[config.mk]
export PLATFORM = sky130hd
export DESIGN_NAME = banked_reg_port
export DESIGN_NICKNAME = d
export VERILOG_FILES = /design/src/rtl/brp_pkg.sv /design/src/rtl/brp_ctrl.sv /design/src/rtl/brp_datapath.sv /design/src/rtl/banked_reg_port.sv
export SDC_FILE = /design/constraint.sdc
export NUM_CORES = 1
export LEC_CHECK = 0
export CORE_MARGIN = 10
export CORE_UTILIZATION = 40
export CTS_BUF_LIST = sky130_fd_sc_hd__clkbuf_4 sky130_fd_sc_hd__clkbuf_8 sky130_fd_sc_hd__clkbuf_16
export DETAILED_ROUTE_END_ITERATION = 10
export DONT_BUFFER_PORTS = 1
export PLACE_DENSITY_LB_ADDON = 0.08
export SLEW_MARGIN = 15
export SYNTH_ARGS = -nofsm -noshare
export SYNTH_HDL_FRONTEND = slang
export SYNTH_HIERARCHICAL = 1
export SYNTH_SLANG_ARGS = --single-unit
export TNS_END_PERCENT = 5
[constraint.sdc]
create_clock -name clk -period 7.2 [get_ports clk]
set_clock_uncertainty 0.2 [all_clocks]
set_input_delay 0.36 -clock clk [delete_from_list [all_inputs] [get_ports clk]]
set_output_delay 0.36 -clock clk [all_outputs]
set_load 0.02 [all_outputs]
[src/rtl/brp_pkg.sv]
package brp_pkg;
  localparam int DATA_W    = 12;
  localparam int IDX_W     = 4;
  localparam int NUM_IDX   = 1 << IDX_W;
  localparam int BANKSEL_W = 8;
  localparam int HOST_W    = 16;
  localparam int NUM_IRQ   = 10;
  localparam int START_BIT = 11;

  // Control bits in the bank/index word
  localparam int RDIDX_LSB  = 8;
  localparam int NOINC_BIT  = 12;
  localparam int INVAL_BIT  = 13;

  typedef struct packed {
    logic                 dataWe;
    logic [IDX_W-1:0]     wrIdx;
    logic [DATA_W-1:0]    wrVal;
    logic [BANKSEL_W-1:0] bank;
    logic [IDX_W-1:0]     rdIdx;
    logic                 bankValid;
  } ctrlStrobe_t;
endpackage

[src/rtl/brp_ctrl.sv]
module brp_ctrl
  import brp_pkg::*;
#(
  parameter int NUM_BANKS = 3
) (
  input  logic              clk,
  input  logic              rstN,
  input  logic              hostWr,
  input  logic              hostRd,
  input  logic              hostAddr,
  input  logic [HOST_W-1:0] hostWdata,
  output ctrlStrobe_t       ctrlS,
  output logic [HOST_W-1:0] bankRegView,
  output logic              noInc
);
  logic [BANKSEL_W-1:0] bankQ;
  logic [IDX_W-1:0]     rdIdxQ;
  logic                 noIncQ;
  logic                 bankValid;
  logic                 ctrlWe;
  logic                 dataRe;

  assign ctrlWe    = hostWr && !hostAddr;
  assign dataRe    = hostRd && hostAddr;
  assign bankValid = bankQ < BANKSEL_W'(NUM_BANKS);

  always_ff @(posedge clk) begin
    if (!rstN) begin
      bankQ  <= '0;
      rdIdxQ <= '0;
      noIncQ <= 1'b0;
    end else if (ctrlWe) begin
      bankQ  <= hostWdata[BANKSEL_W-1:0];
      rdIdxQ <= hostWdata[RDIDX_LSB +: IDX_W];
      noIncQ <= hostWdata[NOINC_BIT];
    end else if (dataRe && !noIncQ) begin
      rdIdxQ <= rdIdxQ + 1'b1;
    end
  end

  always_comb begin
    ctrlS.dataWe    = hostWr && hostAddr;
    ctrlS.wrIdx     = hostWdata[HOST_W-1 -: IDX_W];
    ctrlS.wrVal     = hostWdata[DATA_W-1:0];
    ctrlS.bank      = bankQ;
    ctrlS.rdIdx     = rdIdxQ;
    ctrlS.bankValid = bankValid;
  end

  always_comb begin
    bankRegView                      = '0;
    bankRegView[BANKSEL_W-1:0]       = bankQ;
    bankRegView[RDIDX_LSB +: IDX_W]  = rdIdxQ;
    bankRegView[NOINC_BIT]           = noIncQ;
    bankRegView[INVAL_BIT]           = !bankValid;
  end

  assign noInc = noIncQ;
endmodule

[src/rtl/brp_datapath.sv]
module brp_datapath
  import brp_pkg::*;
#(
  parameter int NUM_BANKS = 3
) (
  input  logic               clk,
  input  logic               rstN,
  input  ctrlStrobe_t        ctrlS,
  input  logic [NUM_IRQ-1:0] irqReq,
  input  logic               blitDone,
  output logic [DATA_W-1:0]  rdWord,
  output logic [DATA_W-1:0]  statusWord,
  output logic               blitStart
);
  localparam int BANK_IDX_W = (NUM_BANKS > 1) ? $clog2(NUM_BANKS) : 1;

  logic [DATA_W-1:0]     regFile [NUM_BANKS][NUM_IDX];
  logic [DATA_W-1:0]     statusQ;
  logic [BANK_IDX_W-1:0] bankIdx;
  logic                  hitStatus;
  logic                  hitStart;
  logic                  wrEn;

  assign bankIdx   = ctrlS.bank[BANK_IDX_W-1:0];
  assign hitStatus = (ctrlS.bank == '0) && (ctrlS.wrIdx == '0);
  assign wrEn      = ctrlS.dataWe && ctrlS.bankValid && !hitStatus;
  assign hitStart  = wrEn && (ctrlS.bank == BANKSEL_W'(1)) && (ctrlS.wrIdx == '0);

  always_ff @(posedge clk) begin
    if (!rstN) begin
      for (int b = 0; b < NUM_BANKS; b++)
        for (int i = 0; i < NUM_IDX; i++)
          regFile[b][i] <= '0;
    end else begin
      if (blitDone && !hitStart)
        regFile[1][0][START_BIT] <= 1'b0;
      if (wrEn)
        regFile[bankIdx][ctrlS.wrIdx] <= ctrlS.wrVal;
    end
  end

  function automatic logic [DATA_W-1:0] buildStatus(input logic [NUM_IRQ-1:0] req);
    logic [DATA_W-1:0] s;
    s       = '0;
    s[0]    = |req;
    s[6:1]  = req[5:0];
    s[7]    = |req[9:6];
    s[11:8] = req[9:6];
    return s;
  endfunction

  always_ff @(posedge clk) begin
    if (!rstN) statusQ <= '0;
    else       statusQ <= buildStatus(irqReq);
  end

  always_comb begin
    if (!ctrlS.bankValid)
      rdWord = '0;
    else if (ctrlS.bank == '0 && ctrlS.rdIdx == '0)
      rdWord = statusQ;
    else
      rdWord = regFile[bankIdx][ctrlS.rdIdx];
  end

  assign statusWord = statusQ;
  assign blitStart  = regFile[1][0][START_BIT];
endmodule

[src/rtl/banked_reg_port.sv]
module banked_reg_port
  import brp_pkg::*;
#(
  parameter int NUM_BANKS = 3
) (
  input  logic               clk,
  input  logic               rstN,
  input  logic               hostWr,
  input  logic               hostRd,
  input  logic               hostAddr,
  input  logic [HOST_W-1:0]  hostWdata,
  output logic [HOST_W-1:0]  hostRdata,
  input  logic [NUM_IRQ-1:0] irqReq,
  input  logic               blitDone,
  output logic               blitStart
);
  ctrlStrobe_t       ctrlS;
  logic [HOST_W-1:0] bankRegView;
  logic              noInc;
  logic [DATA_W-1:0] rdWord;
  logic [DATA_W-1:0] statusWord;

  brp_ctrl #(.NUM_BANKS(NUM_BANKS)) ctrl_i (
    .clk(clk), .rstN(rstN), .hostWr(hostWr), .hostRd(hostRd),
    .hostAddr(hostAddr), .hostWdata(hostWdata),
    .ctrlS(ctrlS), .bankRegView(bankRegView), .noInc(noInc)
  );

  brp_datapath #(.NUM_BANKS(NUM_BANKS)) dp_i (
    .clk(clk), .rstN(rstN), .ctrlS(ctrlS), .irqReq(irqReq),
    .blitDone(blitDone), .rdWord(rdWord), .statusWord(statusWord),
    .blitStart(blitStart)
  );

  assign hostRdata = hostAddr ? {{(HOST_W-DATA_W){1'b0}}, rdWord} : bankRegView;
endmodule

Yosys cells after proc, flatten, opt, wreduce, memory -nomap -nowiden
Memories as Yosys holds them, arrays and structs flattened. A register that Yosys moved wholly into a read port is not among the register bits. Index checks and enable logic that the tools add are counted. Widths: inputs -> output; s select.

Output and inout port bits: 17. Memories kept: 1. Register bits after elaboration: 25. Bits in writable memories: 576. Logic and storage cells: 61. Bits of input ports: 32.

Memories: dp_i.regFile (words 3, width 192, rd ports 2, clocked after Yosys merged registers in 1, write ports 3, line brp_datapath.sv:17) `logic [DATA_W-1:0] regFile [NUM_BANKS][NUM_IDX];`.

Add/sub/neg operators: 1. Equal/unequal tests: 1. Magnitude comparators: 4. Reduce and logical (&&, ||, !) cells: 24. Bitwise gates (word level): 3. Mux-type cells: 23.

Operators with widths (count): $mux 192 (3); $reduce_or 192->1 (1); $mux 12 (5); $bmux 12 s4 (1); $demux 12 s4 (1); $mux 14 (1); $logic_and 1x1->1 (12); $ge 5x5->1 const B (2); $not 4->5 (2); $reduce_or 10->1 (1); $eq 8x1->1 const B (1); $logic_not 4->1 (2); $logic_not 8->1 (1); $lt 8x2->1 const B (1); $mux 4 (2); $mux 1 (7); $mux 2 (3); $logic_not 1->1 (5); $lt 5x1->1 const B (1); $add 4x1->4 const B (1); $reduce_or 4->1 (1); $reduce_bool 2->1 (1); $or 1x1->1 (1).

Depth between registers and ports, before layout
Depth after elaboration: 12. Depth in mapped cells: 11. Gate-level depth less buffers: 7.

Hierarchy
The synthesis kept the hierarchy.

By module, submodules not included: brp_datapath (cells each 2429, sequential area each 23302.3 µm², area each 36044.6 µm², instances 1); brp_ctrl (cells each 101, sequential area each 260.2 µm², area each 845.8 µm², instances 1); banked_reg_port (cells each 18, sequential area each 0.0 µm², area each 224.0 µm², instances 1).

Worst setup path before layout
Ideal clock, no wire load.

Path kind: register to register. From: reg ctrl_i.bankQ[5]. To: mem dp_i/regFile[0][108] (netlist name) (enable). Path buffers: 1. Data required time: 6.602 ns. Setup slack: 4.319 ns. Library setup time: 0.398 ns. Arrival time: 2.283 ns. Period minus slack after synthesis: 2.881 ns. Stages on the path, launching flop included: 8. Cell sequence: dfxtp_1 -> nor4_1 -> and2_1 -> buf_4 -> and4_1 -> and2_1 -> nand2_1 -> o21ai_0.

RTL lines: start: declaration (line brp_ctrl.sv:16) `logic [BANKSEL_W-1:0] bankQ;`; start signal: assignment (line brp_ctrl.sv:33) `bankQ <= hostWdata[BANKSEL_W-1:0];`; end: declaration (line brp_datapath.sv:17).

Final worst setup path
From: reg ctrl_i.bankQ[0]. To: out hostRdata[2].

Longest elaborated chain between the ends: 5.

Ends and longest elaborated chain: parallel branches: the longest is 3 deep, another holds $lt 8x2->1; $mux 12 (*) (line brp_datapath.sv:58) `if (!ctrlS.bankValid)`; via rdWord[2] (line banked_reg_port.sv:20) `logic [DATA_W-1:0] rdWord;`; $mux 14 (*) (line banked_reg_port.sv:35) `assign hostRdata = hostAddr ? {{(HOST_W-DATA_W){1'b0}}, rdWord} : bankRegView;`; end: declaration (line banked_reg_port.sv:12) `output logic [HOST_W-1:0] hostRdata,`.

Mark *: on every way through the listed nets, which the timed path passes.

==> flow_metrics.env <==
export IMPL_synth_area_top_cells="edfxtp_1 62%, and2_1 13%, mux4_2 10%"
export IMPL_insertion_delay_ns=0.64
export IMPL_synth_main_ff_cell="edfxtp_1"
export IMPL_critPathMaxFanout=34
export IMPL_synth_top_cell_by_area="edfxtp_1"
export IMPL_core_area_um2=91800
export IMPL_via_count=20752
export IMPL_clkSinkCount=793
export IMPL_cts_resized=0
export IMPL_io_buffers=0
export IMPL_power_uw=10600
export IMPL_setup_worst_path_start_class="flop"
export IMPL_initial_utilization_pct=40.4
export IMPL_grt_start_max_net_pins=93
export IMPL_yosysTopAreaCellShare_pct=62.1
export IMPL_grt_pass1_vias=21077
export IMPL_synth_warnings=6
export IMPL_place_area_um2=37800
export IMPL_synthArstFlopShare_pct=0
export IMPL_worstMarginPinSlew_ns=1.21
export IMPL_cts_clk_slew_worst_paths_ns=0.06
export IMPL_maxCapViolCount=0
export IMPL_drc=0
export IMPL_die_h_um=325
export IMPL_total_leakage_power_uw=0.0149
export IMPL_setup_tns_ns=0
export IMPL_final_cell_area_um2=41700
export IMPL_routabilityCongestion=0.909
export IMPL_period_share_pct=69.0
export IMPL_drt_initial_drc_count=1869
export IMPL_worstHoldPathType="in -> reg"
export IMPL_syn_to_final_growth_pct=12.3
export IMPL_drive_gt1_share_pct=17.2
export IMPL_setup_slack_ns=2.23
export IMPL_die_x_um=325
export IMPL_numCtsBuffers=90
export IMPL_status="finished, final reports clean"
export IMPL_place_hpwl_um=64700
export IMPL_final_max_slew_viol_count=0
export IMPL_cp_end_kind="output port"
export IMPL_antenna_found_initial=11
export IMPL_synth_area_um2=37100
export IMPL_wl_per_cell_um=28.1
export IMPL_postRouteAntennaNets=0
export IMPL_io_pins=49
export IMPL_fin_nets=2529
export IMPL_overflow=0
export IMPL_grt_usage_pct=20.0
export IMPL_ys_seq_elements=793
export IMPL_cts_max_path_buffers=3
export IMPL_cts_htree_levels=3
export IMPL_cp_arrival_ns=4.41
export IMPL_grt_pass1_wl_um=155000
export IMPL_syn_inst=2548
export IMPL_setup_viol=0
export IMPL_max_freq_mhz=201
export IMPL_yosys_cell_types_count=68
export IMPL_drtPass1Iterations=7
export IMPL_dieArea_um2=105000
export IMPL_irDropWorstVdd_mv=0.135
export IMPL_period_minus_slack_ns=4.97
export IMPL_worstSetupPathType="reg -> out"
export IMPL_finalHoldViolCount=0
export IMPL_drt_vias_per_instance=5.44
export IMPL_rsz0062_at_grt="false"
export IMPL_hold_slack_ns=0.0354
export IMPL_avgSynthCellArea_um2=14.6
export IMPL_fillers=8071
export IMPL_cts_tree="yes"
export IMPL_critPathRequiredTime_ns=6.64
export IMPL_yosysSeqAreaShare_pct=63.5
export IMPL_rows=111
export IMPL_drt_wl_total_um=107000
export IMPL_root_buffer="clkbuf_16"
export IMPL_p_per_area_nw_per_um2=255
export IMPL_place_worst_setup_slack_ns=2.37
export IMPL_slew_headroom_pct=19.2
export IMPL_synth_edf_count=768
==> kinds of logic after synthesis <==
family / after synthesis / share of synthesized area [%]
and+or+nand+nor: 1012 / 16.2
DFF: 793 / 63.5
buffers and inverters: 271 / 3.84
muxes: 267 / 12.9
AOI/OAI and AO/OA: 201 / 3.54
xor gates and xnor gates: 2 / 0.0472
adders and majority gates: 1 / 0.0337
other: 1 / 0.0101
==> repair_timing <==
item / in CTS / in global routing
hold endpoints to repair: 1171 / 70
buffers inserted: 0 / 0
hold buffers: 64 / 1
endpoints found under the setup margin: 0 / 0
==> routing by layer <==
metal | track usage [%] | vias up | routed length [µm]
li1 | - | 9195 | -
met1 | 27.2 | 10699 | 45900
met2 | 31.9 | 677 | 50400
met3 | 4.31 | 165 | 7610
met4 | 6.01 | 16 | 3040
met5 | 0 | - | 98
==> cells in the final DEF, fill, tap and decap left out, types with 6 or more instances in the layout <==
| master | synthesis | final |
|---|---|---|
| nor2_1 | 86 | 80 |
| a21boi_0 | 6 | 6 |
| o21ai_0 | 60 | 19 |
| clkbuf_4 | 0 | 22 |
| mux2_2 | 13 | 13 |
| nor3_1 | 15 | 12 |
| nor4_1 | 8 | 8 |
| bufinv_16 | 0 | 9 |
| o21ai_2 | 0 | 10 |
| clkinv_2 | 0 | 11 |
| nand3_1 | 6 | 6 |
| a211oi_1 | 17 | 17 |
| o21ai_1 | 19 | 50 |
| a22oi_1 | 18 | 18 |
| dlygate4sd3_1 | 0 | 52 |
| mux2i_1 | 83 | 83 |
| mux2_4 | 6 | 6 |
| and3_1 | 26 | 26 |
| o221ai_1 | 6 | 6 |
| a31o_2 | 9 | 9 |
| a221oi_1 | 8 | 8 |
| nand2_1 | 59 | 59 |
| clkinv_1 | 0 | 22 |
| nand2b_1 | 17 | 17 |
| edfxtp_1 | 768 | 768 |
| buf_4 | 50 | 55 |
| nor2_2 | 2 | 8 |
| nor2b_1 | 18 | 18 |
| clkbuf_16 | 0 | 95 |
| buf_16 | 0 | 13 |
| o22ai_1 | 6 | 6 |
| and2_1 | 751 | 751 |
| dfxtp_1 | 25 | 22 |
| a21oi_1 | 23 | 23 |
| mux4_2 | 164 | 164 |
==> power breakdown <==
group	leakage, µW	switching, µW	internal (µW)
registers	0.00834	59.2	5150
logic	0.00507	524	280
clock network	0.00149	1820	2800
==> worst max-delay path, cell delays in order (launching register included) <==
cell and delay, ns:
dfxtp_4 0.85, buf_4 0.70, mux4_2 0.58, a221oi_1 0.64, o21ai_1 0.17, o21ai_1 0.24
a21oi_1 0.18, mux2_2 0.38
==> per-stage QoR <==
step           cells  utilization (%)
6_report        3814             45.4
5_1_grt         3810             45.4
4_1_cts         3808             45.4
3_5_place_dp    3582             41.2
3_3_place_gp    3582             41.2
2_1_floorplan   2549                -
==> final cells by class <==
| class | instances | area [µm²] | share of cell area (%) |
|---|---|---|---|
| Clock inverter | 45 | 433 | 1.04 |
| Sequential cell | 793 | 23600 | 56.5 |
| Inverter | 3 | 11.3 | 0.0270 |
| Tap cell | 1243 | 1560 | 3.73 |
| Clock buffer | 117 | 2540 | 6.10 |
| Multi-Input combinational cell | 1485 | 12200 | 29.3 |
| Antenna cell | 5 | 12.5 | 0.0300 |
| Timing Repair Buffer | 123 | 1350 | 3.24 |
==> cell usage after synthesis, drive strengths merged (2+ instances only) <==
library cell and n:
edfxtp 768, and2 752, mux4 164, clkbuf 157, buf 111, nor2 88, mux2i 83, o21ai 79
nand2 59, and3 26, dfxtp 25, a21oi 23, mux2 20, a22oi 18, nor2b 18, a211oi 17
nand2b 17, nor3 17, a21boi 9, a221oi 9, a31o 9, nor4 8, and2b 6, nand3 6
o221ai 6, o22ai 6, o211ai 5, a22o 4, a31oi 4, a41oi 4, inv 3, nand4b 3
nand4 2, nor4b 2, or2 2, xor2 2
==> path summary, 6_finish.rpt <==
kind,start,end,slack [ns],cells past startpoint
worst min register to register,ctrl_i/bankQ[4]$_SDFFE_PN0P_,ctrl_i/bankQ[4]$_SDFFE_PN0P_,0.31,2
worst max register to register,ctrl_i/bankQ[1]$_SDFFE_PN0P_,dp_i/regFile[2][14]$_DFFE_PP_,2.38,5
worst min-delay path,hostWdata[12],dp_i/regFile[2][17]$_DFFE_PP_,0.04,2
worst max-delay path,ctrl_i/bankQ[0]$_SDFFE_PN0P_,hostRdata[2],2.23,7
==> sequential cells by signal (all words and copies together) (netlist names) <==
register         cells
dp_i/statusWord     12
ctrl_i/noInc         1
dp_i/regFile       768
ctrl_i/bankQ         8
ctrl_i/rdIdxQ        4
Power figures use the tool's default switching activity.
